$ cat src/rtl/tpw_pkg.sv
package tpw_pkg;

    localparam int PH_W   = 4;
    localparam int ADDR_W = 2;

    localparam logic [ADDR_W-1:0] A_TIMING = 2'd0;
    localparam logic [ADDR_W-1:0] A_TRIG   = 2'd1;
    localparam logic [ADDR_W-1:0] A_IRQ    = 2'd2;
    localparam logic [ADDR_W-1:0] A_LEN    = 2'd3;

    // bit positions inside the timing word
    localparam int CSU_LSB = 16;
    localparam int WSU_LSB = 12;
    localparam int ACT_LSB = 8;
    localparam int HLD_LSB = 4;

    typedef struct packed {
        logic [PH_W-1:0] cs_setup;
        logic [PH_W-1:0] wr_setup;
        logic [PH_W-1:0] wr_active;
        logic [PH_W-1:0] wr_hold;
    } phase_cfg_t;

    typedef enum logic [2:0] {
        ST_IDLE,
        ST_CSU,
        ST_FETCH,
        ST_WSU,
        ST_ACT,
        ST_HOLD,
        ST_DONE
    } seq_st_e;

endpackage

$ cat src/rtl/tpw_cfg_regs.sv
module tpw_cfg_regs
    import tpw_pkg::*;
#(
    parameter int LEN_W = 16,
    parameter int CFG_W = 32
) (
    input  logic              clk,
    input  logic              rst_n,
    input  logic              cfg_we,
    input  logic [ADDR_W-1:0] cfg_addr,
    input  logic [CFG_W-1:0]  cfg_wdata,
    output logic              if_en,
    output logic              mode_sel,
    output phase_cfg_t        phase,
    output logic [LEN_W-1:0]  frame_len,
    output logic              sw_start,
    output logic              irq_clear
);

    typedef struct packed {
        logic             en;
        logic             mode;
        phase_cfg_t       ph;
        logic [LEN_W-1:0] len;
    } regs_t;

    localparam regs_t RESET_VAL = '{
        en:   1'b0,
        mode: 1'b0,
        ph:   '{cs_setup: '0, wr_setup: '0, wr_active: PH_W'(1), wr_hold: '0},
        len:  LEN_W'(1)
    };

    regs_t r_d, r_q;

    // parity sink so that data bits without a register behind them stay quiet
    logic unused_wdata;
    assign unused_wdata = ^cfg_wdata;

    always_comb begin
        r_d = r_q;
        if (cfg_we) begin
            case (cfg_addr)
                A_TIMING: begin
                    r_d.en           = cfg_wdata[0];
                    r_d.ph.cs_setup  = cfg_wdata[CSU_LSB +: PH_W];
                    r_d.ph.wr_setup  = cfg_wdata[WSU_LSB +: PH_W];
                    r_d.ph.wr_active = cfg_wdata[ACT_LSB +: PH_W];
                    r_d.ph.wr_hold   = cfg_wdata[HLD_LSB +: PH_W];
                end
                A_TRIG:  r_d.mode = cfg_wdata[0];
                A_LEN:   r_d.len  = cfg_wdata[LEN_W-1:0];
                default: ;
            endcase
        end
    end

    always_ff @(posedge clk or negedge rst_n) begin
        if (!rst_n) r_q <= RESET_VAL;
        else        r_q <= r_d;
    end

    assign if_en     = r_q.en;
    assign mode_sel  = r_q.mode;
    assign phase     = r_q.ph;
    assign frame_len = r_q.len;
    // the trigger bit acts only together with the mode bit of the same write
    assign sw_start  = cfg_we && (cfg_addr == A_TRIG) && cfg_wdata[1] && cfg_wdata[0] && r_q.en;
    assign irq_clear = cfg_we && (cfg_addr == A_IRQ) && cfg_wdata[0];

endmodule

$ cat src/rtl/tpw_te_sync.sv
module tpw_te_sync #(
    parameter int SYNC_N = 2
) (
    input  logic clk,
    input  logic rst_n,
    input  logic te_in,
    output logic te_rise
);

    typedef struct packed {
        logic [SYNC_N-1:0] sync;
        logic              last;
    } te_t;

    te_t t_d, t_q;
    logic [SYNC_N-1:0] shifted;

    generate
        if (SYNC_N > 1) begin : g_chain
            assign shifted = {t_q.sync[SYNC_N-2:0], te_in};
        end else begin : g_single
            assign shifted = te_in;
        end
    endgenerate

    always_comb begin
        t_d      = t_q;
        t_d.sync = shifted;
        t_d.last = t_q.sync[SYNC_N-1];
    end

    always_ff @(posedge clk or negedge rst_n) begin
        if (!rst_n) t_q <= '0;
        else        t_q <= t_d;
    end

    assign te_rise = t_q.sync[SYNC_N-1] & ~t_q.last;

endmodule

$ cat src/rtl/tpw_seq.sv
module tpw_seq
    import tpw_pkg::*;
#(
    parameter int DATA_W = 16,
    parameter int LEN_W  = 16
) (
    input  logic              clk,
    input  logic              rst_n,
    input  logic              start,
    input  logic              irq_clear,
    input  phase_cfg_t        phase,
    input  logic [LEN_W-1:0]  frame_len,
    input  logic              pix_valid,
    input  logic [DATA_W-1:0] pix_data,
    output logic              pix_ready,
    output logic              bus_cs_n,
    output logic              bus_wr_n,
    output logic              bus_rs,
    output logic [DATA_W-1:0] bus_data,
    output logic              frame_irq
);

    typedef struct packed {
        seq_st_e           st;
        logic [PH_W-1:0]   cnt;
        logic [LEN_W-1:0]  npix;
        logic [DATA_W-1:0] data;
    } seq_t;

    seq_t s_d, s_q;

    logic [PH_W-1:0]  act_len;
    logic [LEN_W-1:0] len_eff;
    logic             last_pix;
    logic             pix_fin;
    logic             busy;

    function automatic logic ph_end(input logic [PH_W-1:0] cnt, input logic [PH_W-1:0] len);
        return cnt == (len - PH_W'(1));
    endfunction

    always_comb begin
        s_d      = s_q;
        pix_fin  = 1'b0;
        act_len  = (phase.wr_active == '0) ? PH_W'(1) : phase.wr_active;
        len_eff  = (frame_len == '0) ? LEN_W'(1) : frame_len;
        last_pix = (s_q.npix == (len_eff - LEN_W'(1)));

        case (s_q.st)
            ST_IDLE: begin
                if (start) begin
                    s_d.st   = (phase.cs_setup != '0) ? ST_CSU : ST_FETCH;
                    s_d.cnt  = '0;
                    s_d.npix = '0;
                end
            end
            ST_CSU: begin
                if (ph_end(s_q.cnt, phase.cs_setup)) begin
                    s_d.st  = ST_FETCH;
                    s_d.cnt = '0;
                end else begin
                    s_d.cnt = s_q.cnt + PH_W'(1);
                end
            end
            ST_FETCH: begin
                if (pix_valid) begin
                    s_d.data = pix_data;
                    s_d.st   = (phase.wr_setup != '0) ? ST_WSU : ST_ACT;
                    s_d.cnt  = '0;
                end
            end
            ST_WSU: begin
                if (ph_end(s_q.cnt, phase.wr_setup)) begin
                    s_d.st  = ST_ACT;
                    s_d.cnt = '0;
                end else begin
                    s_d.cnt = s_q.cnt + PH_W'(1);
                end
            end
            ST_ACT: begin
                if (ph_end(s_q.cnt, act_len)) begin
                    s_d.cnt = '0;
                    if (phase.wr_hold != '0) s_d.st = ST_HOLD;
                    else                     pix_fin = 1'b1;
                end else begin
                    s_d.cnt = s_q.cnt + PH_W'(1);
                end
            end
            ST_HOLD: begin
                if (ph_end(s_q.cnt, phase.wr_hold)) begin
                    s_d.cnt = '0;
                    pix_fin = 1'b1;
                end else begin
                    s_d.cnt = s_q.cnt + PH_W'(1);
                end
            end
            ST_DONE: begin
                if (irq_clear) s_d.st = ST_IDLE;
            end
            default: s_d.st = ST_IDLE;
        endcase

        if (pix_fin) begin
            if (last_pix) begin
                s_d.st = ST_DONE;
            end else begin
                s_d.st   = ST_FETCH;
                s_d.npix = s_q.npix + LEN_W'(1);
            end
        end
    end

    always_ff @(posedge clk or negedge rst_n) begin
        if (!rst_n) s_q <= '{st: ST_IDLE, cnt: '0, npix: '0, data: '0};
        else        s_q <= s_d;
    end

    assign busy      = (s_q.st != ST_IDLE) && (s_q.st != ST_DONE);
    assign bus_cs_n  = ~busy;
    assign bus_rs    = busy;
    assign bus_wr_n  = (s_q.st != ST_ACT);
    assign pix_ready = (s_q.st == ST_FETCH);
    assign frame_irq = (s_q.st == ST_DONE);
    assign bus_data  = s_q.data;


    data_hold_chk: assert property (@(posedge clk) disable iff (!rst_n)
        ((s_q.st inside {ST_WSU, ST_ACT, ST_HOLD}) && ($past(s_q.st) inside {ST_WSU, ST_ACT, ST_HOLD}))
        |-> $stable(bus_data));


    cs_release_chk: assert property (@(posedge clk) disable iff (!rst_n)
        $rose(bus_cs_n) |-> frame_irq);


    irq_hold_chk: assert property (@(posedge clk) disable iff (!rst_n)
        (frame_irq && !irq_clear) |=> frame_irq);


    irq_release_chk: assert property (@(posedge clk) disable iff (!rst_n)
        (frame_irq && irq_clear) |=> (!frame_irq && bus_cs_n));


    ready_wait_chk: assert property (@(posedge clk) disable iff (!rst_n)
        (pix_ready && !pix_valid) |=> (pix_ready && bus_wr_n && !bus_cs_n));

endmodule

$ cat src/rtl/trig_panel_writer.sv
module trig_panel_writer
    import tpw_pkg::*;
#(
    parameter int DATA_W  = 16,
    parameter int LEN_W   = 16,
    parameter int CFG_W   = 32,
    parameter int TE_SYNC = 2
) (
    input  logic              clk,
    input  logic              rst_n,
    input  logic              cfg_we,
    input  logic [1:0]        cfg_addr,
    input  logic [CFG_W-1:0]  cfg_wdata,
    input  logic              te_in,
    input  logic              pix_valid,
    input  logic [DATA_W-1:0] pix_data,
    output logic              pix_ready,
    output logic              bus_cs_n,
    output logic              bus_wr_n,
    output logic              bus_rs,
    output logic [DATA_W-1:0] bus_data,
    output logic              frame_irq
);

    logic             if_en;
    logic             mode_sel;
    phase_cfg_t       phase;
    logic [LEN_W-1:0] frame_len;
    logic             sw_start;
    logic             irq_clear;
    logic             te_rise;
    logic             start;

    tpw_cfg_regs #(.LEN_W(LEN_W), .CFG_W(CFG_W)) u_regs (
        .clk       (clk),
        .rst_n     (rst_n),
        .cfg_we    (cfg_we),
        .cfg_addr  (cfg_addr),
        .cfg_wdata (cfg_wdata),
        .if_en     (if_en),
        .mode_sel  (mode_sel),
        .phase     (phase),
        .frame_len (frame_len),
        .sw_start  (sw_start),
        .irq_clear (irq_clear)
    );

    tpw_te_sync #(.SYNC_N(TE_SYNC)) u_te (
        .clk     (clk),
        .rst_n   (rst_n),
        .te_in   (te_in),
        .te_rise (te_rise)
    );

    // the sequencer only honours start while idle, so busy-time triggers vanish
    assign start = sw_start || (te_rise && if_en && mode_sel);

    tpw_seq #(.DATA_W(DATA_W), .LEN_W(LEN_W)) u_seq (
        .clk       (clk),
        .rst_n     (rst_n),
        .start     (start),
        .irq_clear (irq_clear),
        .phase     (phase),
        .frame_len (frame_len),
        .pix_valid (pix_valid),
        .pix_data  (pix_data),
        .pix_ready (pix_ready),
        .bus_cs_n  (bus_cs_n),
        .bus_wr_n  (bus_wr_n),
        .bus_rs    (bus_rs),
        .bus_data  (bus_data),
        .frame_irq (frame_irq)
    );

endmodule

$ cat config.mk
export PLATFORM = sky130hd
export DESIGN_NAME = trig_panel_writer
export DESIGN_NICKNAME = d
export VERILOG_FILES = /design/src/rtl/tpw_pkg.sv /design/src/rtl/tpw_cfg_regs.sv /design/src/rtl/tpw_te_sync.sv /design/src/rtl/tpw_seq.sv /design/src/rtl/trig_panel_writer.sv
export SDC_FILE = /design/constraint.sdc
export NUM_CORES = 1
export LEC_CHECK = 0
export BUFFER_PORTS_ARGS = -buffer_cell sky130_fd_sc_hd__clkbuf_2
export CAP_MARGIN = 20
export CORE_MARGIN = 3
export CORE_UTILIZATION = 57
export CTS_CLUSTER_SIZE = 30
export DETAILED_ROUTE_END_ITERATION = 8
export MAX_ROUTING_LAYER = met4
export PLACE_DENSITY = 0.81
export SLEW_MARGIN = 20
export SYNTH_ARGS = -nofsm -noshare
export SYNTH_HDL_FRONTEND = slang
export SYNTH_SLANG_ARGS = --single-unit
$ cat constraint.sdc
create_clock -name clk -period 4.6 [get_ports clk]
set_input_delay 1.15 -clock clk [delete_from_list [all_inputs] [get_ports clk]]
set_output_delay 1.15 -clock clk [all_outputs]
set_load 0.05 [all_outputs]
==> reports/metrics.yaml <==
detailed_routing:
  via_per_inst: 5.861
  drt_iter0_drc: 156
  routedWlPerCell_um: 16.54
  postRouteAntennaNets: 0
  route.vias.total: 3370
  route.detailed.drc: 0
  dr.pass1.iters: 4
  routed_wl_mm: 9.508
final_layout:
  fin_nets: 536
  antenna_cells: 0
  area_delta_synth_final_pct: 10.19
  drive_above_1_share_pct: 27.52
worst_setup_path:
  reg2reg_slack_ns: 0.88
  worstPathRequired_ns: 4.83
  start_kind: "flop"
  path_class: "flop to flop"
  crit_path_max_fanout: 9
  rr_worst_depth: 13
  rr_endpoint: "u_seq.s_q[26]"
  r2r_start: "u_regs.frame_len[9]"
  crit_arrival_ns: 3.95
  crit_path_end_kind: "flop"
clock_tree:
  cts.sinks: 76
  clockBufferDepth: 2
  post_cts_buffers: 0
  holdBufCountCts: 0
  cts_root_buf: "clkbuf_8"
  clk_latency_ns: 0.34
  path_clk_slew_ns: 0.08
  cts_buffers: 9
  cts-resized-gates: 0
  cts_tree: "done"
  cts.htree.levels: 3
global_routing:
  grtUsageTotal_pct: 23.25
  grt_max_degree: 77
  grt_pass1_wl_mm: 15.79
  overflow: 0
  grt_pass1_vias: 3270
  grt_antenna_before_repair: 0
die:
  start_util_pct: 59.63
  coreArea_um2: 7370
  io_pins: 76
  die-width_um: 93.80
  die_h_um: 93.80
  die_area_um2: 8798
  num_rows: 31
synthesis:
  async_flop_share_pct: 100.0
  synth_edf_count: 0
  synthCells: 430
  yosysWarnings: 0
  netlist_area_um2: 4394
  ys.flop_type: "dfrtp_1"
  synth_area_per_cell_um2: 10.22
  synth_area_leader_cell: "dfrtp_1"
  synth_common_cells: "dfrtp_1, mux2_2, nand2_1"
  synth-seq-cells: 76
  synth_nets: 494
  synth.most_common_cell: "dfrtp_1"
  synth_cell_types: 50
  seq_area_frac_synth_pct: 43.34
  synthTopCellsByArea: "dfrtp_1, mux2_2, xnor2_1"
  yosysTopAreaCellShare_pct: 42.14
sta:
  setup_viol: 0
  max_freq_mhz: 268.9
  worst_pin_slew_ns: 0.9288
  max-slew-margin-rel_pct: 38.08
  skew_ns: 0.006143
  min_period_ns: 3.718
  slew_viol_final: 0
  fin_tns_setup_ns: 0
  post-route-period-util_pct: 80.83
  fin_hold_ws_ns: 0.3655
  hold_violations: 0
  rsz0062_at_grt: "no"
flow_run:
  drv_cap: 0
place:
  place_hpwl_mm: 7.026
  gp_congestion: 0.8859
  io_buffers: 63
worst_hold_path:
  worstHoldEndpoint: "u_te.t_d[0]"
  whs_path_depth: 0
  hp-class: "flop to flop"
  hp-start: "u_te.shifted[1]"
power:
  power.density_nw_per_um2: 603.8
  p_leak_nw: 2.179
  ir_worst_vdd_v: 0.0002778
outcome:
  status: "finished, final reports clean"
routing by layer:
metal	global-route usage [%]	wire [µm]	vias to the layer above
li1	-	-	1600
met1	29.79	4099	1651
met2	37.14	4741	104
met3	3.766	487	15
met4	9.146	179	0
met5	-	0	-
how the worst max path moves through the flow:
stage	cells past startpoint	slack, ns	end	startpoint
2_1_floorplan	5	0.89	bus_rs	u_seq.s_q[37]
3_3_place_gp	13	1.01	u_seq.s_q[22]	u_regs.frame_len[9]
3_5_place_dp	13	0.94	u_seq.s_q[26]	u_regs.frame_len[9]
4_1_cts	13	0.93	u_seq.s_q[26]	u_regs.frame_len[9]
5_1_grt	13	0.67	u_seq.s_q[26]	u_regs.frame_len[9]
6_report	13	0.88	u_seq.s_q[26]	u_regs.frame_len[9]
report_power, final:
part	internal (W)	switching, W	total, W
combinational	0.000505	0.000773	0.00128
sequential	0.000883	0.000296	0.00118
clock	0.000224	0.000243	0.000467
total	0.00161	0.00131	0.00292
state kept, by name, summed over array words and instances, names as in the netlist:
signal / count
u_seq.s_q: 23
u_regs.frame_len: 16
u_regs.phase: 16
u_seq.bus_data: 16
u_regs.if_en: 1
u_regs.mode_sel: 1
u_te.shifted: 1
u_te.t_d: 1
u_te.t_q: 1
kinds of logic (layout without fill, tap and decap cells):
| family | count (synthesis) | in the layout | synth area share (%) |
|---|---|---|---|
| and+or+nand+nor | 135 | 135 | 16.66 |
| DFF | 76 | 76 | 43.34 |
| adders and majority gates | 9 | 9 | 2.563 |
| AOI/OAI and AO/OA | 62 | 62 | 9.311 |
| xor gates and xnor gates | 39 | 39 | 7.773 |
| buffers and inverters | 50 | 96 | 5.695 |
| muxes | 59 | 59 | 14.66 |
cells in the final DEF (no fill, tap or decap), types with 16 or more instances in the layout:
master and instances:
o21ai_0 21, mux2i_1 16, nor2_1 18, inv_1 16, clkbuf_2 62, xnor2_1 28
mux2_2 43, dfrtp_1 74, nand2_1 37
stage by stage:
step	cell area (µm²)	total power (W)	worst slack, ns	utilization [%]	cells
3_5_place_dp	4666	0.002459	0.9362	63.31	560
6_report	4842	0.002924	0.8817	65.70	575
2_1_floorplan	4394	0.002251	0.8924	-	430
4_1_cts	4842	0.002927	0.9275	65.70	575
3_3_place_gp	4666	0.002386	1.012	63.31	560
5_1_grt	4842	0.003101	0.6700	65.70	575
critical path: stages (launching register included):
cell and delay [ns]:
dfrtp_1 0.49, nor4_4 0.51, nand3_1 0.24, nor2_1 0.18, nor2_1 0.06, ha_1 0.22, nor3b_1 0.18, and2_1 0.19
o21ai_0 0.16, a31oi_1 0.11, nor4_1 0.43, nand3_1 0.38, and3_1 0.30, o21a_1 0.16
cell type report:
| class | instances | area [µm²] |
|---|---|---|
| Fill cell | 611 | 2527 |
| Multi-Input combinational cell | 304 | 2245 |
| Sequential cell | 76 | 1904 |
| Timing Repair Buffer | 65 | 332.8 |
| Clock buffer | 12 | 155.1 |
| Tap cell | 99 | 123.9 |
| Inverter | 16 | 60.06 |
| Clock inverter | 3 | 21.27 |
(Power assumes the default switching activity.)
